==> src/rtl/head_step_pkg.sv <==
package head_step_pkg;

  typedef enum logic [2:0] {
    OP_HOME = 3'd0,
    OP_SEEK = 3'd1,
    OP_STEP = 3'd2,
    OP_IN   = 3'd3,
    OP_OUT  = 3'd4
  } pos_op_e;

  typedef enum logic [2:0] {
    S_IDLE, S_CHECK, S_SETUP, S_PULSE, S_WAIT, S_SETTLE, S_FIN
  } seq_st_e;

  function automatic int unsigned rate_ms(input logic [1:0] code, input bit fast);
    unique case (code)
      2'd0:    rate_ms = 6;
      2'd1:    rate_ms = 12;
      2'd2:    rate_ms = fast ? 2 : 20;
      default: rate_ms = fast ? 3 : 30;
    endcase
  endfunction

endpackage

==> src/rtl/step_tick_timer.sv <==
module step_tick_timer #(
  parameter int CNT_W = 6
) (
  input  logic             clk_i,
  input  logic             rst_ni,
  input  logic             start_i,
  input  logic [CNT_W-1:0] period_i,
  input  logic             tick_i,
  output logic             expire_o
);
  logic [CNT_W-1:0] cnt_q;
  logic             run_q;

  assign expire_o = run_q && tick_i && (cnt_q == CNT_W'(1)) && !start_i;

  always_ff @(posedge clk_i or negedge rst_ni) begin
    if (!rst_ni) begin
      cnt_q <= '0;
      run_q <= 1'b0;
    end else if (start_i) begin
      cnt_q <= period_i;
      run_q <= 1'b1;
    end else if (run_q && tick_i) begin
      cnt_q <= cnt_q - CNT_W'(1);
      if (cnt_q == CNT_W'(1)) run_q <= 1'b0;
    end
  end

  AST_CNT_LIVE: assert property (@(posedge clk_i) disable iff (!rst_ni)
    run_q |-> (cnt_q != '0));

endmodule

==> src/rtl/head_step_ctrl.sv <==
module head_step_ctrl
  import head_step_pkg::*;
#(
  parameter int TRACK_W       = 8,
  parameter int RESTORE_LIMIT = 255
) (
  input  logic               clk_i,
  input  logic               rst_ni,
  input  logic               cmd_valid_i,
  input  logic [2:0]         cmd_op_i,
  input  logic               upd_i,
  input  logic               verify_i,
  input  logic [1:0]         rate_i,
  input  logic [TRACK_W-1:0] target_i,
  input  logic               track0_i,
  input  logic               verify_ok_i,
  input  logic               tmr_expire_i,
  output logic               tmr_start_o,
  output logic               tmr_settle_o,
  output logic [1:0]         rate_o,
  output logic               step_o,
  output logic               dir_o,
  output logic               busy_o,
  output logic               done_o,
  output logic               err_o,
  output logic [TRACK_W-1:0] track_o
);
  localparam int STEP_CNT_W = $clog2(RESTORE_LIMIT + 1);
  localparam logic [STEP_CNT_W-1:0] LIMIT = STEP_CNT_W'(RESTORE_LIMIT);
  localparam logic [TRACK_W-1:0] TRACK_MAX = '1;

  seq_st_e              st_q, st_d;
  logic [2:0]           op_q;
  logic                 upd_q, vfy_q, dir_q, dir_d, err_q, stepped_q;
  logic                 go_step, fail;
  logic [1:0]           rate_q;
  logic [TRACK_W-1:0]   tgt_q, trk_q, trk_nx;
  logic [STEP_CNT_W-1:0] cnt_q;

  always_comb begin
    st_d         = st_q;
    tmr_start_o  = 1'b0;
    tmr_settle_o = 1'b0;
    go_step      = 1'b0;
    fail         = 1'b0;
    unique case (st_q)
      S_IDLE: if (cmd_valid_i) st_d = S_CHECK;
      S_CHECK: begin
        case (op_q)
          OP_HOME: begin
            if (!track0_i) begin
              if (cnt_q == LIMIT) fail = 1'b1;
              else go_step = 1'b1;
            end
          end
          OP_SEEK: go_step = (trk_q != tgt_q);
          OP_STEP, OP_IN, OP_OUT: go_step = !stepped_q;
          default: go_step = 1'b0;
        endcase
        if (go_step) st_d = S_SETUP;
        else if (fail || !vfy_q) st_d = S_FIN;
        else begin
          st_d         = S_SETTLE;
          tmr_start_o  = 1'b1;
          tmr_settle_o = 1'b1;
        end
      end
      S_SETUP: st_d = S_PULSE;
      S_PULSE: begin
        st_d        = S_WAIT;
        tmr_start_o = 1'b1;
      end
      S_WAIT:   if (tmr_expire_i) st_d = S_CHECK;
      S_SETTLE: if (tmr_expire_i) st_d = S_FIN;
      S_FIN:    st_d = S_IDLE;
      default:  st_d = S_IDLE;
    endcase
  end

  always_comb begin
    case (op_q)
      OP_HOME, OP_OUT: dir_d = 1'b0;
      OP_IN:           dir_d = 1'b1;
      OP_SEEK:         dir_d = (tgt_q > trk_q);
      default:         dir_d = dir_q;
    endcase
  end

  // saturating move of the track register
  assign trk_nx = dir_q ? ((trk_q == TRACK_MAX) ? trk_q : trk_q + 1'b1)
                        : ((trk_q == '0) ? trk_q : trk_q - 1'b1);

  always_ff @(posedge clk_i or negedge rst_ni) begin
    if (!rst_ni) begin
      st_q      <= S_IDLE;
      op_q      <= '0;
      upd_q     <= 1'b0;
      vfy_q     <= 1'b0;
      rate_q    <= '0;
      tgt_q     <= '0;
      trk_q     <= '0;
      dir_q     <= 1'b0;
      err_q     <= 1'b0;
      stepped_q <= 1'b0;
      cnt_q     <= '0;
    end else begin
      st_q <= st_d;
      case (st_q)
        S_IDLE: if (cmd_valid_i) begin
          op_q      <= cmd_op_i;
          upd_q     <= upd_i;
          vfy_q     <= verify_i;
          rate_q    <= rate_i;
          tgt_q     <= target_i;
          err_q     <= 1'b0;
          stepped_q <= 1'b0;
          cnt_q     <= '0;
        end
        S_CHECK: begin
          if (go_step) dir_q <= dir_d;
          if (op_q == OP_HOME && track0_i) trk_q <= '0;
          if (fail) err_q <= 1'b1;
        end
        S_PULSE: begin
          stepped_q <= 1'b1;
          if (cnt_q != LIMIT) cnt_q <= cnt_q + STEP_CNT_W'(1);
          if (op_q == OP_HOME || op_q == OP_SEEK || upd_q) trk_q <= trk_nx;
        end
        S_SETTLE: if (tmr_expire_i) err_q <= !verify_ok_i;
        default: ;
      endcase
    end
  end

  assign step_o  = (st_q == S_PULSE);
  assign busy_o  = (st_q != S_IDLE);
  assign done_o  = (st_q == S_FIN);
  assign dir_o   = dir_q;
  assign err_o   = err_q;
  assign track_o = trk_q;
  assign rate_o  = rate_q;

  AST_STEP_SINGLE: assert property (@(posedge clk_i) disable iff (!rst_ni)
    step_o |=> !step_o);
  AST_DIR_HELD: assert property (@(posedge clk_i) disable iff (!rst_ni)
    step_o |-> $stable(dir_o));
  AST_RESTORE_CAP: assert property (@(posedge clk_i) disable iff (!rst_ni)
    (step_o && op_q == OP_HOME) |-> (cnt_q < LIMIT));
  AST_TRACK_HOLD: assert property (@(posedge clk_i) disable iff (!rst_ni)
    !(st_q inside {S_CHECK, S_PULSE}) |=> $stable(track_o));
  AST_SAT_ZERO: assert property (@(posedge clk_i) disable iff (!rst_ni)
    (step_o && !dir_o && track_o == '0) |=> (track_o == '0));
  AST_BUSY_AFTER_CMD: assert property (@(posedge clk_i) disable iff (!rst_ni)
    (!busy_o && cmd_valid_i) |=> busy_o);
  AST_IDLE_AFTER_DONE: assert property (@(posedge clk_i) disable iff (!rst_ni)
    done_o |=> !busy_o);

endmodule

==> src/rtl/head_step_seq.sv <==
module head_step_seq
  import head_step_pkg::*;
#(
  parameter int TRACK_W       = 8,
  parameter int RESTORE_LIMIT = 255,
  parameter int SETTLE_MS     = 30,
  parameter bit FAST_RATES    = 1'b0
) (
  input  logic               clk_i,
  input  logic               rst_ni,
  input  logic               ms_tick_i,
  input  logic               cmd_valid_i,
  input  logic [2:0]         cmd_op_i,
  input  logic               upd_i,
  input  logic               verify_i,
  input  logic [1:0]         rate_i,
  input  logic [TRACK_W-1:0] target_i,
  input  logic               track0_i,
  input  logic               verify_ok_i,
  output logic               step_o,
  output logic               dir_o,
  output logic               busy_o,
  output logic               done_o,
  output logic               seek_err_o,
  output logic [TRACK_W-1:0] track_o
);
  localparam int MAX_MS = (SETTLE_MS > 30) ? SETTLE_MS : 30;
  localparam int CNT_W  = $clog2(MAX_MS + 1);

  logic             tmr_start, tmr_settle, tmr_expire;
  logic [1:0]       rate_q;
  logic [CNT_W-1:0] tmr_period;

  assign tmr_period = tmr_settle ? CNT_W'(SETTLE_MS)
                                 : CNT_W'(rate_ms(rate_q, FAST_RATES));

  head_step_ctrl #(
    .TRACK_W      (TRACK_W),
    .RESTORE_LIMIT(RESTORE_LIMIT)
  ) u_ctrl (
    .clk_i       (clk_i),
    .rst_ni      (rst_ni),
    .cmd_valid_i (cmd_valid_i),
    .cmd_op_i    (cmd_op_i),
    .upd_i       (upd_i),
    .verify_i    (verify_i),
    .rate_i      (rate_i),
    .target_i    (target_i),
    .track0_i    (track0_i),
    .verify_ok_i (verify_ok_i),
    .tmr_expire_i(tmr_expire),
    .tmr_start_o (tmr_start),
    .tmr_settle_o(tmr_settle),
    .rate_o      (rate_q),
    .step_o      (step_o),
    .dir_o       (dir_o),
    .busy_o      (busy_o),
    .done_o      (done_o),
    .err_o       (seek_err_o),
    .track_o     (track_o)
  );

  step_tick_timer #(.CNT_W(CNT_W)) u_timer (
    .clk_i   (clk_i),
    .rst_ni  (rst_ni),
    .start_i (tmr_start),
    .period_i(tmr_period),
    .tick_i  (ms_tick_i),
    .expire_o(tmr_expire)
  );

  AST_NO_STEP_IDLE: assert property (@(posedge clk_i) disable iff (!rst_ni)
    step_o |-> busy_o);

endmodule

==> config.mk <==
export PLATFORM = sky130hd
export DESIGN_NAME = head_step_seq
export DESIGN_NICKNAME = d
export VERILOG_FILES = /design/src/rtl/head_step_pkg.sv /design/src/rtl/step_tick_timer.sv /design/src/rtl/head_step_ctrl.sv /design/src/rtl/head_step_seq.sv
export SDC_FILE = /design/constraint.sdc
export NUM_CORES = 1
export LEC_CHECK = 0
export BUFFER_PORTS_ARGS = -buffer_cell sky130_fd_sc_hd__buf_2
export CORE_ASPECT_RATIO = 0.9
export CORE_UTILIZATION = 60
export DETAILED_ROUTE_END_ITERATION = 16
export PLACE_DENSITY = 0.82
export SLEW_MARGIN = 20
export SYNTH_ARGS = -nofsm -noshare
export SYNTH_HDL_FRONTEND = slang
export SYNTH_SLANG_ARGS = --single-unit
==> constraint.sdc <==
create_clock -name clk_i -period 5 [get_ports clk_i]
set_input_delay 0.5 -clock clk_i [delete_from_list [all_inputs] [get_ports clk_i]]
set_output_delay 0.5 -clock clk_i [all_outputs]
set_load 0.01 [all_outputs]
After elaboration in Yosys (flattened, before gate mapping)
Index checks and enable logic that the tools add are counted.
{"block": "op_classes", "mux": 42, "n_lt_le_gt_ge": 1, "reduce_logical": 32, "addsub": 4, "eq_ne": 26}
{"operator": "$mux W8", "n": 7}
{"operator": "$pmux W8 S2", "n": 2}
{"operator": "$mux W1", "n": 18}
{"operator": "$pmux W3 S6", "n": 1}
{"operator": "$add A8 B1 Y8 const B", "n": 2}
{"operator": "$eq A8 B8 Y1 const B", "n": 2}
{"operator": "$mux W5", "n": 3}
{"operator": "$pmux W5 S3", "n": 1}
{"operator": "$eq A3 B2 Y1 const B", "n": 4}
{"operator": "$eq A3 B3 Y1 const B", "n": 4}
{"operator": "$mux W3", "n": 4}
{"operator": "$pmux W1 S3", "n": 3}
{"operator": "$reduce_and A3 Y1", "n": 3}
{"operator": "$reduce_bool A3 Y1", "n": 3}
{"operator": "$gt A8 B8 Y1", "n": 1}
{"operator": "$logic_not A8 Y1", "n": 1}
{"operator": "$ne A2 B1 Y1 const B", "n": 4}
{"operator": "$ne A8 B8 Y1", "n": 1}
{"operator": "$ne A8 B8 Y1 const B", "n": 1}
{"operator": "$reduce_bool A2 Y1", "n": 4}
{"operator": "$sub A8 B1 Y8 const B", "n": 1}
{"operator": "$eq A3 B1 Y1 const B", "n": 2}
{"operator": "$logic_not A3 Y1", "n": 2}
{"operator": "$ne A2 B2 Y1 const B", "n": 3}
{"operator": "17 further kinds", "n": 28}
{"block": "totals", "input_bits": 21, "word_cells": 118, "ff_bits": 43, "out_inout_bits": 13}

Longest topological paths before layout
{"block": "logic_depth", "word_depth": 13, "ltp_mapped": 7, "mapped_depth_nobuf": 7}

By module
From an unflattened synthesis, not the netlist that was laid out.
{"block": "hier_totals", "cells_unflattened": 305, "area_unflattened_um2": 2726.4}
{"module": "head_step_ctrl", "seq_area_each_um2": 925.9, "cells_each": 259, "instances": 1, "area_each_um2": 2294.7}
{"module": "step_tick_timer", "seq_area_each_um2": 150.1, "cells_each": 36, "instances": 1, "area_each_um2": 360.3}
{"module": "head_step_seq", "seq_area_each_um2": 0.0, "cells_each": 10, "instances": 1, "area_each_um2": 71.3}

Worst setup path after synthesis
OpenSTA, ideal clock, no wires.
{"block": "synth_timing", "kind": "register to register", "from": "reg u_ctrl.dir_q (netlist: u_ctrl.dir_o)", "to": "reg u_ctrl.trk_q[7] (netlist: u_ctrl.track_o[7])", "required_ns": 4.874, "period_less_slack_ns": 2.240, "stages_incl_launch_ff": 8, "slack_ns": 2.760, "arrival_ns": 2.114, "n_path_buf": 0, "setup_time_ns": 0.126, "path_cell_list": "dfrtp_1 -> inv_1 -> ha_1 -> or2_2 -> a21o_1 -> and3_1 -> o211a_1 -> a221o_1"}
{"block": "synth_between", "elab_chain_len": 3, "elab_cells_between_ends": 6, "cone_classes": "eq/ne (2); mux (3); reduce/logical (1)"}
{"item": "start: declaration", "line": "head_step_ctrl.sv:34", "source": "logic upd_q, vfy_q, dir_q, dir_d, err_q, stepped_q;"}
{"item": "start signal: assignment", "line": "head_step_ctrl.sv:120", "source": "if (go_step) dir_q <= dir_d;"}
{"item": "$mux W8", "line": "head_step_ctrl.sv:90", "source": "assign trk_nx = dir_q ? ((trk_q == TRACK_MAX) ? trk_q : trk_q + 1'b1)"}
{"item": "$mux W8", "line": "head_step_ctrl.sv:127", "source": "if (op_q == OP_HOME || op_q == OP_SEEK || upd_q) trk_q <= trk_nx;"}
{"item": "$pmux W8 S2", "line": "head_step_ctrl.sv:108", "source": "case (st_q)"}
{"item": "end signal: assignment", "line": "head_step_ctrl.sv:127"}
{"item": "end: declaration", "line": "head_step_ctrl.sv:37", "source": "logic [TRACK_W-1:0] tgt_q, trk_q, trk_nx;"}
Parallel ways exist; a longest one is shown, timed or not. The select of a mux whose other input is x is not followed.
A chain may end at the register's enable or synchronous reset.

Worst setup path in the final report
Ends and elaborated chain as after synthesis.

==> summary.txt <==
Run
  • Max cap viols: 0

Logic synthesis
  • Most frequent cell after synthesis: nand2_1
  • Synth Warn #: 0
  • Avg Cell Area, Syn: 9.05 um^2
  • Netlist Area Pre-Place: 2700 um^2
  • Net Count, Synth: 340
  • Post-synth top cells: nand2_1 (54), dfrtp_1 (43), inv_1 (27)
  • Yosys top cell area share: 0.399
  • Number of distinct library cells after synthesis: 57
  • Synth top area cells: dfrtp_1 (40%), ha_1 (9.3%), nand2_1 (7.5%), inv_1 (3.8%), o21ai_0 (3.2%)
  • Synth Register Bits: 43
  • Asr flop ratio synth: 1.00
  • Synth area leader: dfrtp_1
  • Number of synthesized flops with an enable pin: 0
  • Seq/Total Area, Yosys: 0.399
  • Main flop type after synthesis: dfrtp_1
  • Post-Syn Instances: 298

Route
  • TritonRoute pass-1 iters: 4
  • Via count: 2,234
  • Final ANT Viol Nets: 0
  • DR iter-0 viols: 177
  • DR vias/cell: 5.70
  • DRC violations left: 0
  • Final WL: 5.23 mm
  • WL/cell: 13.3 um

STA
  • Worst Tran Pin Value: 0.931 ns
  • Setup TNS: 0 ns
  • RSZ-0062 raised after global routing: false
  • Fin. Hold Viols: 0
  • Skew final: 0.00699 ns
  • Min Tclk post-route: 2.37 ns
  • Max_slew headroom: 0.379
  • Fin crit share: 0.475
  • Final setup margin: 2.63 ns
  • Max Fclk: 421 MHz
  • Setup-failing EPs final: 0
  • Slew Viols, Final: 0

Hold path
  • Worst Hold Class: in2async

Global route
  • Vias in the first global route: 2,054
  • GR Util All Layers: 0.251
  • Grt peak-use layer: met2
  • First-pass GRT wire length: 9.18 mm
  • Met2 GRT Util: 0.371
  • GR Layer Usage met1: 0.364
  • Grt met3 use: 0.0445
  • Initial antenna violation count: 0
  • GR Overflow Total: 0
  • Pin count of the biggest net entering global routing: 44

Final layout
  • Nets: 373
  • Layout Utilization: 0.712
  • Final Cell Area: 2980 um^2
  • Ant. Diodes: 0
  • Share of post-route cells with drive strength above 1: 0.151
  • P&R area growth vs syn: 10.4%
  • Fill count: 362

Clock network
  • Post_cts resized: 0
  • Clock tree root driver cell: clkbuf_8
  • Clock Latency Late Sink: 0.29 ns
  • Total CTS buffers: 5
  • Max Root-Sink Buffers: 2
  • H-tree depth: 2
  • Clk sinks: 43
  • Clock-pin slew on the worst setup and hold paths: 0.08 ns
  • Post-CTS Setup Bufs: 0
  • Hold_buf cts: 0
  • CTS tree: built

Power and ir drop
  • Switching power: 0.547 mW
  • Worst ir drop on vdd: 0.263 mV
  • Clock share of power: 0.156
  • Logic pwr share: 0.390
  • Static Leak: 1.42 nW
  • P_int: 0.815 mW
  • Pwr dens: 457 nW/um^2
  • Net Sw Frac: 0.401
  • Seq pwr share: 0.454

Place
  • Dpl hpwl: 3.84 mm
  • Area after DPL: 2900 um^2
  • IO buf count: 33
  • Routability cong.: 0.870
  • Pre-CTS WS: 2.67 ns

Floorplan
  • Die W: 72.7 um
  • Top-level I/O count: 34
  • Core area: 4180 um^2
  • Starting Density: 0.644
  • FP Rows: 22
  • Die Y: 65.6 um
  • Die area: 4770 um^2

Setup path
  • Worst Path Max Fanout: 9
  • Worst path arrival time: 2.55 ns
  • Cells on worst reg2reg path: 7
  • Reg-to-reg slack, setup: 2.63 ns
  • CP Class: reg2reg
  • WP data required: 5.18 ns
  • Crit path launch type: register
  • Worst Setup End Kind: register

Run status
  • Status: finished clean
[final cells by class]
| cell class | instances | area (um^2) | area share |
|---|---|---|---|
| tap | 60 | 75.1 | 0.0252 |
| timing repair buffer | 33 | 165 | 0.0555 |
| multi-input combinational | 220 | 1470 | 0.494 |
| sequential | 43 | 1080 | 0.361 |
| clock buffer | 7 | 76.3 | 0.0256 |
| inverter | 28 | 110 | 0.0370 |
| clock inverter | 1 | 5.00 | 0.00168 |
[state kept, by name, indices dropped and copies added, names as in the netlist]
register and cells:
u_ctrl.track_o 8, u_ctrl.vfy_q 1, u_timer.cnt_q 5, u_ctrl.cnt_q 8, u_ctrl.tgt_q 8, u_timer.run_q 1
u_ctrl.stepped_q 1, u_ctrl.dir_o 1, u_ctrl.rate_o 2, u_ctrl.st_q 3, u_ctrl.upd_q 1, u_ctrl.op_q 3
u_ctrl.err_o 1
[logic make-up after synthesis]
logic type / Yosys count / synth area share
simple gates: 123 / 0.232
compound gates: 62 / 0.166
flops: 43 / 0.399
buf+inv: 35 / 0.0557
fa+ha+maj: 21 / 0.100
xor+xnor: 12 / 0.0390
mux: 2 / 0.00789
[final timing paths]
check,endpoint,from
min,u_ctrl.tgt_q[2]$_DFFE_PN0P_,rst_ni
max reg2reg,u_ctrl.track_o[7]$_DFFE_PN0P_,u_ctrl.dir_o$_DFFE_PN0P_
max in group asynchronous,u_ctrl.track_o[6]$_DFFE_PN0P_,rst_ni
min reg2reg,u_ctrl.tgt_q[4]$_DFFE_PN0P_,u_ctrl.tgt_q[4]$_DFFE_PN0P_
max,u_ctrl.track_o[7]$_DFFE_PN0P_,u_ctrl.dir_o$_DFFE_PN0P_
min in group clk_i,u_ctrl.tgt_q[5]$_DFFE_PN0P_,target_i[5]
[critical path, stage by stage, from the launching register on]
cell and delay, ns:
dfrtp_1 0.51, inv_1 0.20, ha_1 0.39, or2_2 0.30, a21o_1 0.19, and3_1 0.19
o211a_1 0.23, a221o_1 0.26
[layout by cell type, fill, tap and decap left out, drive strengths merged, types with 5 or more instances in the layout]
cell type	Yosys	layout
o211ai	6	6
nand3	12	12
inv	27	27
o21ai	19	19
clkbuf	2	7
nor3	11	11
nand2	54	54
ha	20	20
a21oi	8	8
buf	5	33
nor2	16	16
xnor2	9	9
dfrtp	43	43
and3	5	5
nor4	5	5
[power groups by stage]
| stage | clock network (mW) | logic [mW] | registers [mW] |
|---|---|---|---|
| finish | 0.212 | 0.532 | 0.618 |
| global route | 0.232 | 0.621 | 0.640 |
| CTS | 0.217 | 0.533 | 0.617 |
| detailed placement | 0 | 0.527 | 0.624 |
| global placement | 0 | 0.508 | 0.617 |
| floorplan | 0 | 0.457 | 0.573 |
[layer usage]
metal / share of wire / vias to the layer above
met2: 0.45 / 33
met1: 0.51 / 1073
li1: - / 1121
met5: 0 / -
met4: 0.012 / 0
met3: 0.025 / 7
[metrics by stage]
stage	power [mW]	std cells	hold slack (ns)
6_report	1.36	392	0.346
2_1_floorplan	1.03	298	0.204
3_5_place_dp	1.15	384	0.475
5_1_grt	1.49	392	0.391
4_1_cts	1.37	392	0.389
3_3_place_gp	1.12	384	0.466
No activity file was read; power rests on OpenSTA's default activity.
